`src/rtl/bta_pkg.sv`:
```
package bta_pkg;
  localparam int CORE_W = 2;
  localparam int INST_W = CORE_W + 1;
  localparam int SEL_W  = 2;

  typedef enum logic [SEL_W-1:0] {
    REG_RELOAD = 2'd0,
    REG_COUNT  = 2'd1,
    REG_CTRL   = 2'd2,
    REG_STAT   = 2'd3
  } regSel_e;

  typedef struct packed {
    logic              wrHit;
    logic              rdHit;
    logic              rdReq;
    logic [INST_W-1:0] inst;
    regSel_e           regSel;
  } strobe_t;
endpackage

```
`src/rtl/bta_timer.sv`:
```
module bta_timer
  import bta_pkg::*;
#(
  parameter int DATA_W = 32
) (
  input  logic              clk,
  input  logic              rstN,
  input  logic              wrEn,
  input  regSel_e           regSel,
  input  logic [DATA_W-1:0] wdata,
  output logic [DATA_W-1:0] rdWord,
  output logic              irq
);
  logic [DATA_W-1:0] reloadQ;
  logic [DATA_W-1:0] cntQ;
  logic              enQ;
  logic              periodicQ;
  logic              statQ;
  logic              cntTouched;
  logic              expire;
  logic              clrReq;

  always_comb begin
    cntTouched = wrEn && (regSel != REG_STAT);
    expire     = enQ && (cntQ == DATA_W'(1)) && !cntTouched;
    clrReq     = wrEn && (regSel == REG_STAT) && wdata[0];
  end

  always_ff @(posedge clk) begin
    if (!rstN) begin
      reloadQ   <= '0;
      cntQ      <= '0;
      enQ       <= 1'b0;
      periodicQ <= 1'b0;
      statQ     <= 1'b0;
    end else begin
      if (wrEn && regSel == REG_RELOAD) begin
        reloadQ <= wdata;
        cntQ    <= wdata;
      end else if (wrEn && regSel == REG_COUNT) begin
        cntQ <= wdata;
      end else if (wrEn && regSel == REG_CTRL) begin
        enQ       <= wdata[0];
        periodicQ <= wdata[1];
        if (!enQ && wdata[0] && wdata[1] && cntQ == '0) cntQ <= reloadQ;
      end else if (enQ && cntQ != '0) begin
        if (cntQ == DATA_W'(1)) cntQ <= periodicQ ? reloadQ : '0;
        else                    cntQ <= cntQ - DATA_W'(1);
      end
      statQ <= (statQ && !clrReq) || expire;
    end
  end

  always_comb begin
    case (regSel)
      REG_RELOAD: rdWord = reloadQ;
      REG_COUNT:  rdWord = cntQ;
      REG_CTRL:   rdWord = {{(DATA_W-2){1'b0}}, periodicQ, enQ};
      default:    rdWord = {{(DATA_W-1){1'b0}}, statQ};
    endcase
  end

  assign irq = statQ;
endmodule

```
`src/rtl/bta_ctrl.sv`:
```
module bta_ctrl
  import bta_pkg::*;
#(
  parameter int NUM_CORES = 4,
  parameter int ADDR_W    = 9
) (
  input  logic              clk,
  input  logic              rstN,
  input  logic              reqValid,
  input  logic              reqWrite,
  input  logic [ADDR_W-1:0] reqAddr,
  input  logic [3:0]        reqByteEn,
  input  logic [CORE_W-1:0] reqCore,
  output strobe_t           stb,
  output logic              accErr
);
  localparam int WIN_W   = ADDR_W - 5;
  localparam int NUM_WIN = 2 + 2 * NUM_CORES;

  logic [WIN_W-1:0] win;
  logic [WIN_W-1:0] winOff;
  logic             isAlias;
  logic             badCore;
  logic             badSize;
  logic             errNow;
  logic             hit;

  always_comb begin
    win     = reqAddr[ADDR_W-1:5];
    winOff  = win - WIN_W'(2);
    isAlias = (win < WIN_W'(2));
    badCore = isAlias && ({1'b0, reqCore} >= INST_W'(NUM_CORES));
    badSize = (reqByteEn != 4'hF);
    errNow  = reqValid && (badCore || badSize);
    hit     = reqValid && !errNow && (win < WIN_W'(NUM_WIN)) && !reqAddr[4];

    stb.wrHit  = hit && reqWrite;
    stb.rdHit  = hit && !reqWrite;
    stb.rdReq  = reqValid && !reqWrite;
    stb.inst   = isAlias ? {reqCore, win[0]} : winOff[INST_W-1:0];
    stb.regSel = regSel_e'(reqAddr[3:2]);
  end

  always_ff @(posedge clk) begin
    if (!rstN) accErr <= 1'b0;
    else       accErr <= errNow;
  end
endmodule

```
`src/rtl/bta_datapath.sv`:
```
module bta_datapath
  import bta_pkg::*;
#(
  parameter int NUM_CORES = 4,
  parameter int DATA_W    = 32
) (
  input  logic                   clk,
  input  logic                   rstN,
  input  strobe_t                stb,
  input  logic [DATA_W-1:0]      wdata,
  output logic [DATA_W-1:0]      rspData,
  output logic                   rspValid,
  output logic [2*NUM_CORES-1:0] irqOut
);
  localparam int NUM_INST = 2 * NUM_CORES;
  localparam int SLOTS    = 1 << INST_W;

  logic [DATA_W-1:0] slotWord [SLOTS];

  for (genvar g = 0; g < SLOTS; g++) begin : g_slot
    if (g < NUM_INST) begin : g_live
      bta_timer #(.DATA_W(DATA_W)) u_timer (
        .clk    (clk),
        .rstN   (rstN),
        .wrEn   (stb.wrHit && (stb.inst == INST_W'(g))),
        .regSel (stb.regSel),
        .wdata  (wdata),
        .rdWord (slotWord[g]),
        .irq    (irqOut[g])
      );
    end else begin : g_empty
      assign slotWord[g] = '0;
    end
  end

  always_ff @(posedge clk) begin
    if (!rstN) begin
      rspData  <= '0;
      rspValid <= 1'b0;
    end else begin
      rspData  <= stb.rdHit ? slotWord[stb.inst] : '0;
      rspValid <= stb.rdReq;
    end
  end
endmodule

```
`src/rtl/bta_top.sv`:
```
module bta_top
  import bta_pkg::*;
#(
  parameter int NUM_CORES = 4,
  parameter int ADDR_W    = 9
) (
  input  logic                   clk,
  input  logic                   rstN,
  input  logic                   reqValid,
  input  logic                   reqWrite,
  input  logic [ADDR_W-1:0]      reqAddr,
  input  logic [31:0]            reqWdata,
  input  logic [3:0]             reqByteEn,
  input  logic [CORE_W-1:0]      reqCore,
  output logic [31:0]            rspData,
  output logic                   rspValid,
  output logic                   accErr,
  output logic [2*NUM_CORES-1:0] irqOut
);
  if (NUM_CORES < 1 || NUM_CORES > 4) begin : g_badCoreCount
    $error("bta_top: NUM_CORES must lie between 1 and 4");
  end

  strobe_t stb;

  bta_ctrl #(.NUM_CORES(NUM_CORES), .ADDR_W(ADDR_W)) u_ctrl (
    .clk       (clk),
    .rstN      (rstN),
    .reqValid  (reqValid),
    .reqWrite  (reqWrite),
    .reqAddr   (reqAddr),
    .reqByteEn (reqByteEn),
    .reqCore   (reqCore),
    .stb       (stb),
    .accErr    (accErr)
  );

  bta_datapath #(.NUM_CORES(NUM_CORES), .DATA_W(32)) u_dp (
    .clk      (clk),
    .rstN     (rstN),
    .stb      (stb),
    .wdata    (reqWdata),
    .rspData  (rspData),
    .rspValid (rspValid),
    .irqOut   (irqOut)
  );
endmodule

```
`config.mk`:
```
export PLATFORM = sky130hd
export DESIGN_NAME = bta_top
export DESIGN_NICKNAME = d
export VERILOG_FILES = /design/src/rtl/bta_pkg.sv /design/src/rtl/bta_timer.sv /design/src/rtl/bta_ctrl.sv /design/src/rtl/bta_datapath.sv /design/src/rtl/bta_top.sv
export SDC_FILE = /design/constraint.sdc
export NUM_CORES = 2
export LEC_CHECK = 0
export ABC_CLOCK_PERIOD_IN_PS = 8700
export BUFFER_PORTS_ARGS = -buffer_cell sky130_fd_sc_hd__buf_2
export CAP_MARGIN = 20
export CELL_PAD_IN_SITES_DETAIL_PLACEMENT = 0
export CELL_PAD_IN_SITES_GLOBAL_PLACEMENT = 1
export CORE_MARGIN = 2
export CORE_UTILIZATION = 40
export DETAILED_ROUTE_END_ITERATION = 10
export GPL_TIMING_DRIVEN = 0
export PLACE_DENSITY_LB_ADDON = 0.08
export SLEW_MARGIN = 20
export SYNTH_ARGS = -nofsm -noshare
export SYNTH_HDL_FRONTEND = slang
export SYNTH_HIERARCHICAL = 1
export SYNTH_SLANG_ARGS = --single-unit
export TNS_END_PERCENT = 100
```
`constraint.sdc`:
```
create_clock -name clk -period 8.7 [get_ports clk]
set_input_delay 1.74 -clock clk [delete_from_list [all_inputs] [get_ports clk]]
set_output_delay 1.74 -clock clk [all_outputs]
set_load 0.05 [all_outputs]
```
Word-level counts from Yosys, hierarchy flattened:

Index checks and enable logic that the tools add are counted.

* bits of input ports: 51
* word-level logic and storage cells: 365
* output and inout port bits: 42
* bits in registers: 570

* $lt $le $gt $ge: 3
* bitwise operators: 17
* add/subtract/negate cells: 9
* equal/unequal tests: 28
* reductions and logical operators: 197
* mux-type cells: 68

Operators with widths (number)
* $mux 32: 58
* $pmux 32 s3: 8
* $eq 32x1->1 const B: 8
* $logic_not 32->1: 8
* $reduce_bool 32->1: 8
* $sub 32x1->32 const B: 8
* $logic_and 1x1->1: 119
* $bmux 32 s3: 1
* $ne 4x3->1 const B: 8
* $reduce_bool 4->1: 8
* $logic_not 1->1: 27
* $reduce_and 3->1: 8
* $reduce_and 2->1: 9
* $not 1->1: 16
* $eq 3x3->1 const B: 4
* $logic_or 1x1->1: 8
* $eq 3x2->1 const B: 2
* $eq 2x2->1 const B: 2
* $ge 4x4->1 const B: 1
* $lt 4x2->1 const B: 1
* $lt 4x4->1 const B: 1
* $ne 4x4->1 const B: 1
* $not 3->4: 1
* $eq 3x1->1 const B: 1
* 6 further kinds: 6

Longest topological paths before layout:

* depth after elaboration: 13
* mapped depth: 15
* gate-level depth less buffers: 10

Modules after synthesis:

Netlist, hierarchy kept.

Modules (own cells, without submodules)
* bta_timer: cells an instance 546, area an instance 4284.1 um^2, sequential area each 1341.3 um^2, instances 8
* bta_datapath: cells an instance 279, area an instance 2950.3 um^2, sequential area each 660.6 um^2, instances 1
* bta_ctrl: cells an instance 17, area an instance 117.6 um^2, sequential area each 20.0 um^2, instances 1

Worst setup path before layout:

OpenSTA, ideal clock, no wires.

* kind: input port to flip-flop
* start: in reqAddr[8]
* end: reg u_dp.g_slot[0].g_live.u_timer.cntQ[31]
* arrival: 4.193 ns
* library setup time: 0.134 ns
* cell stages on the path: 12
* path slack: 4.373 ns
* buffers on the path: 2
* data required time: 8.566 ns
* cells stage by stage: nor3_1 -> nor2_1 -> buf_2 -> buf_2 -> nand2b_1 -> nor3_1 -> nand3b_1 -> and2_1 -> o31a_1 -> o211ai_4 -> nor3_1 -> or4_1

RTL lines
* start: declaration: line bta_top.sv:11 `input logic [ADDR_W-1:0] reqAddr,`
* end signal: assignment: line bta_timer.sv:39 `cntQ <= wdata;`
* end signal: assignment: line bta_timer.sv:41 `cntQ <= wdata;`
* end signal: assignment: line bta_timer.sv:45 `if (!enQ && wdata[0] && wdata[1] && cntQ == '0) cntQ <= reloadQ;`
* end: declaration: line bta_timer.sv:15 `logic [DATA_W-1:0] cntQ;`

==> impl_metrics.prom <==
# TYPE chip_impl_metric gauge
chip_impl_metric{name="route.detailed.drc",unit=""} 0
chip_impl_metric{name="power.switching",unit="W"} 0.00810
chip_impl_info{name="worstSetupStartpointType",value="input port"} 1
chip_impl_info{name="worst_hold_startpoint",value="u_dp/g_slot[7].g_live.u_timer/reloadQ[26]$_SDFFE_PN0P_"} 1
chip_impl_metric{name="ir_drop",unit="uV"} 189
chip_impl_info{name="whs_endpoint",value="u_dp/g_slot[7].g_live.u_timer/reloadQ[26]$_SDFFE_PN0P_"} 1
chip_impl_metric{name="critPathArrivalTime",unit="ns"} 6.18
chip_impl_metric{name="net_sw_frac",unit=""} 0.472
chip_impl_info{name="worst_path_max_delay_cell",value="nor2_1"} 1
chip_impl_metric{name="fill_cells",unit=""} 9398
chip_impl_metric{name="placement_rows",unit=""} 112
chip_impl_metric{name="finalSetupTns",unit="ns"} 0
chip_impl_metric{name="p_seq_frac",unit=""} 0.212
chip_impl_metric{name="cts.reportedPaths.clkPinSlew",unit="ns"} 0.06
chip_impl_info{name="synth_ff_type",value="dfxtp_1"} 1
chip_impl_info{name="cp-end-kind",value="register"} 1
chip_impl_info{name="path_common_cell",value="clkbuf_1"} 1
chip_impl_metric{name="internal_power",unit="W"} 0.00905
chip_impl_metric{name="die-area",unit="sq um"} 95800
chip_impl_metric{name="grt_pass1_wl",unit="um"} 264000
chip_impl_metric{name="htreeDepth",unit=""} 3
chip_impl_metric{name="yosys_warnings",unit=""} 6
chip_impl_metric{name="final_max_slew_viol_count",unit=""} 0
chip_impl_metric{name="detailed_place.area",unit="sq um"} 39400
chip_impl_metric{name="floorplan.core_area",unit="sq um"} 92900
chip_impl_metric{name="slew_headroom",unit=""} 0.224
chip_impl_metric{name="detailedPlacementHpwl",unit="um"} 131000
chip_impl_metric{name="pwr-share-clk",unit=""} 0.192
chip_impl_metric{name="io_buffer_count",unit=""} 87
chip_impl_metric{name="globalRouteOverflowTotal",unit=""} 0
chip_impl_metric{name="timing.final.crit_share",unit=""} 0.646
chip_impl_metric{name="cts-resized-gates",unit=""} 0
chip_impl_info{name="grt_setup_unrepaired",value="no"} 1
chip_impl_metric{name="grt_resource_usage_total",unit=""} 0.377
chip_impl_metric{name="synth.net_count",unit=""} 4731
chip_impl_metric{name="power_leakage",unit="nW"} 15.4
chip_impl_metric{name="placed_cells",unit=""} 6005
chip_impl_info{name="ctsRootBufferMaster",value="clkbuf_16"} 1
chip_impl_metric{name="instances_no_fill",unit=""} 6139
chip_impl_metric{name="utilization",unit=""} 0.451
chip_impl_metric{name="clk_path_buf_depth",unit=""} 3
chip_impl_metric{name="synth-edff-count",unit=""} 0
chip_impl_metric{name="wl_per_cell",unit="um"} 30.1
chip_impl_info{name="timing.hold.worst.class",value="register to register"} 1
chip_impl_metric{name="grt_max_degree",unit=""} 41
chip_impl_metric{name="fp.dieW",unit="um"} 310
chip_impl_metric{name="timing.hold.worst_path_depth",unit=""} 2
chip_impl_info{name="cts_tree",value="built"} 1
chip_impl_metric{name="max_freq",unit="MHz"} 178
chip_impl_metric{name="finish.instance_area",unit="sq um"} 41900
chip_impl_metric{name="area_delta_synth_final",unit="%"} 12.2
chip_impl_metric{name="overall_via_count_from_detail_route",unit=""} 39145
chip_impl_metric{name="syn_avg_cell_area",unit="sq um"} 8.01
chip_impl_metric{name="detail_route.vias_per_cell",unit=""} 6.38
chip_impl_metric{name="drt-total-wl",unit="um"} 185000
chip_impl_metric{name="cp_slowest_stage_delay",unit="ns"} 0.72
chip_impl_metric{name="pin_count",unit=""} 93
chip_impl_metric{name="number_of_drc_violations_after_detailed_routing_iteration_0",unit=""} 4953
chip_impl_metric{name="nets",unit=""} 4894
chip_impl_metric{name="power-per-cell-area",unit="nW/um^2"} 409
chip_impl_metric{name="postCtsSetupRepairBufs",unit=""} 0
chip_impl_metric{name="combinationalPowerShare",unit=""} 0.597
chip_impl_metric{name="antenna_found_initial",unit=""} 16
chip_impl_metric{name="share_of_the_yosys_chip_area_belonging_to_registers",unit=""} 0.306
chip_impl_info{name="worstReg2RegEnd",value="u_dp/g_slot[2].g_live.u_timer/cntQ[15]$_SDFFE_PN0P_"} 1
chip_impl_metric{name="synth-seq-cells",unit=""} 570
chip_impl_metric{name="final_period_minus_worst_setup_slack",unit="ns"} 5.62
chip_impl_metric{name="ant_nets",unit=""} 0
chip_impl_info{name="critical_path.cell_chain",value="buf_2 > o21bai_1 > o21ai_0 > buf_2 > clkbuf_1 > nand2_1 > nor2_1 > nor2b_1 > clkbuf_1 > and2_1 > clkbuf_1 > clkbuf_1 > nand2_1 > o221ai_1"} 1
chip_impl_metric{name="synthCells",unit=""} 4664
chip_impl_info{name="crit_type",value="input port to register"} 1
chip_impl_metric{name="clkSinkCount",unit=""} 570
chip_impl_metric{name="detailedRoute.firstPassIterationCount",unit=""} 6
chip_impl_metric{name="hold_viol",unit=""} 0
chip_impl_metric{name="cp_max_fo",unit=""} 10
chip_impl_metric{name="cts_made_buffers",unit=""} 74
chip_impl_metric{name="routabilityCongestion",unit=""} 1.00
chip_impl_metric{name="finalSetupViolations",unit=""} 0
chip_impl_metric{name="initial_core_util",unit=""} 0.402
chip_impl_metric{name="syn_area",unit="sq um"} 37300
chip_impl_metric{name="tightest_slew",unit="ns"} 1.15
chip_impl_info{name="r2r-start",value="u_dp/g_slot[2].g_live.u_timer/cntQ[14]$_SDFFE_PN0P_"} 1
chip_impl_metric{name="number_of_global_route_vias_before_repair",unit=""} 35867
chip_impl_metric{name="cts_hold_buffers",unit=""} 0
chip_impl_metric{name="worst-r2r-cell-count",unit=""} 9
chip_impl_info{name="run_status",value="complete, no violations"} 1
chip_impl_metric{name="die_height",unit="um"} 310
chip_impl_metric{name="worstSkewPairLatency",unit="ns"} 0.67
chip_impl_metric{name="share_of_synthesized_flip_flops_with_an_asynchronous_set_or_reset",unit=""} 0
chip_impl_metric{name="finClkSkew",unit="ns"} 0.0354
chip_impl_metric{name="worstPathRequired",unit="ns"} 9.26
chip_impl_metric{name="number_of_distinct_library_cells_after_synthesis",unit=""} 68
chip_impl_metric{name="setup_slack_of_the_most_critical_reg_to_reg_path",unit="ns"} 5.57
chip_impl_metric{name="cap_violations",unit=""} 0
chip_impl_metric{name="final_layout_size_suffix_gt1_frac",unit=""} 0.0934
-- critical path, delay by kind of cell --
| family | cells | cell delay [ns] |
|---|---|---|
| AND/OR/NAND/NOR | 5 | 1.36 |
| buffers and inverters | 6 | 2.18 |
| AO/OA/AOI/OAI | 3 | 0.89 |
-- synth_stat cells, types with 16 or more instances --
cell type    n  area [sq um]
ha_1        16           200
mux4_2      40           901
a22oi_1    144          1080
a31oi_1     24           150
o2bb2ai_1   32           280
nor2b_1     25           156
o22a_1      32           280
o21ai_1     24           120
and3_1      33           206
xor2_1      40           350
a41oi_1     16           140
nand2b_1    43           269
buf_4       32           240
o221ai_1   120          1050
nor3b_1     24           180
o31ai_1     56           420
and2_1      49           307
mux2i_1    280          2800
o32ai_1     48           420
nand3b_1    23           173
inv_1      145           544
buf_1       26          97.6
a221oi_1    40           350
nand3_1    162           811
nor4_1      58           363
a21boi_0   264          1980
clkbuf_1   250           938
dfxtp_1    570         11400
nand4_1     73           457
buf_6       17           191
nor3_1      91           455
buf_2       54           270
nor4_4      24           510
nor4_2      24           300
o211ai_1    32           240
o21ai_0     41           205
or4_1       32           240
nand2_1    780          2930
a21oi_1    152           761
nor2_1     399          1500
a32oi_1     16           140
or3_1       16           100
a211oi_1    16           120
xnor2_1    136          1190
-- metrics by stage --
stage	power [W]	setup slack [ns]	hold WS, ns
2_1_floorplan	0.0111	4.37	0.452
3_3_place_gp	0.0136	2.51	0.468
3_5_place_dp	0.0135	2.64	0.473
4_1_cts	0.0169	3.30	0.482
5_1_grt	0.0181	2.96	0.503
6_report	0.0171	3.08	0.481
-- worst max-delay path by stage --
stage / start / end / slack, ns / cells after the start
after floorplan: reqAddr[8] / u_dp/g_slot[0].g_live.u_timer/cntQ[31]$_SDFFE_PN0P_ / 4.37 / 12
after global placement: reqByteEn[3] / u_dp/g_slot[0].g_live.u_timer/cntQ[30]$_SDFFE_PN0P_ / 2.51 / 12
after detailed placement: reqAddr[7] / u_dp/g_slot[7].g_live.u_timer/cntQ[8]$_SDFFE_PN0P_ / 2.64 / 14
after CTS: reqAddr[7] / u_dp/g_slot[7].g_live.u_timer/cntQ[8]$_SDFFE_PN0P_ / 3.30 / 14
after global routing: reqAddr[7] / u_dp/g_slot[7].g_live.u_timer/cntQ[24]$_SDFFE_PN0P_ / 2.96 / 14
final: reqAddr[7] / u_dp/g_slot[7].g_live.u_timer/cntQ[24]$_SDFFE_PN0P_ / 3.08 / 14
-- flip-flops by register name, indices dropped and copies added, names as in the netlist --
register	flops
u_ctrl/accErr	1
u_dp/rspValid	1
u_dp/rspData	32
u_dp/g_slot.g_live.u_timer/cntQ	256
u_dp/g_slot.g_live.u_timer/irq	8
u_dp/g_slot.g_live.u_timer/periodicQ	8
u_dp/g_slot.g_live.u_timer/enQ	8
u_dp/g_slot.g_live.u_timer/reloadQ	256
-- logic make-up after synthesis --
kind of cell    synth area share
compound gates             0.233
xor+xnor                  0.0413
fa+ha+maj                0.00536
buf+inv                   0.0627
flops                      0.306
mux                       0.0992
simple gates               0.252
-- metal layers --
metal,vias up,global-route usage,part of all wire
li1,17340,-,-
met1,19094,0.536,0.43
met2,2297,0.547,0.41
met3,400,0.0828,0.11
met4,14,0.156,0.047
met5,-,0,0.00046
-- final cells by class --
cell class | instances | area, sq um | share of cell area
diodes | 1 | 2.50 | 0.0000597
plain buffers | 382 | 1800 | 0.0429
clock buffers | 100 | 2060 | 0.0492
clock inverters | 33 | 464 | 0.0111
inverters | 145 | 544 | 0.0130
multi-input cells | 3567 | 23600 | 0.563
flip-flops and latches | 570 | 11400 | 0.272
well taps | 1254 | 1570 | 0.0375
repair buffers | 87 | 440 | 0.0105
-- placed cells by master, fill, tap and decap left out, drive strengths merged, types with 25 or more instances in the layout --
master	count
inv	147
buf	219
mux2i	280
o31ai	64
clkbuf	350
a221oi	40
nor3	91
nor4	106
or4	32
xnor2	136
o21ai	65
and3	33
nor2	399
xor2	40
nor2b	25
nand4	73
o32ai	48
nand3	171
dfxtp	570
a22oi	144
o221ai	120
nand2b	43
a21oi	152
nand2	788
a21boi	264
o22a	32
o211ai	40
o2bb2ai	32
and2	49
mux4	40
-- power by group through the flow --
stage | Combinational (W) | Sequential, W | Clock (W)
finish | 0.0102 | 0.00363 | 0.00329
global route | 0.0110 | 0.00367 | 0.00342
CTS | 0.00995 | 0.00360 | 0.00332
detailed placement | 0.00989 | 0.00365 | 0
global placement | 0.00991 | 0.00366 | 0
floorplan | 0.00763 | 0.00349 | 0
Power figures use the tool's default switching activity.
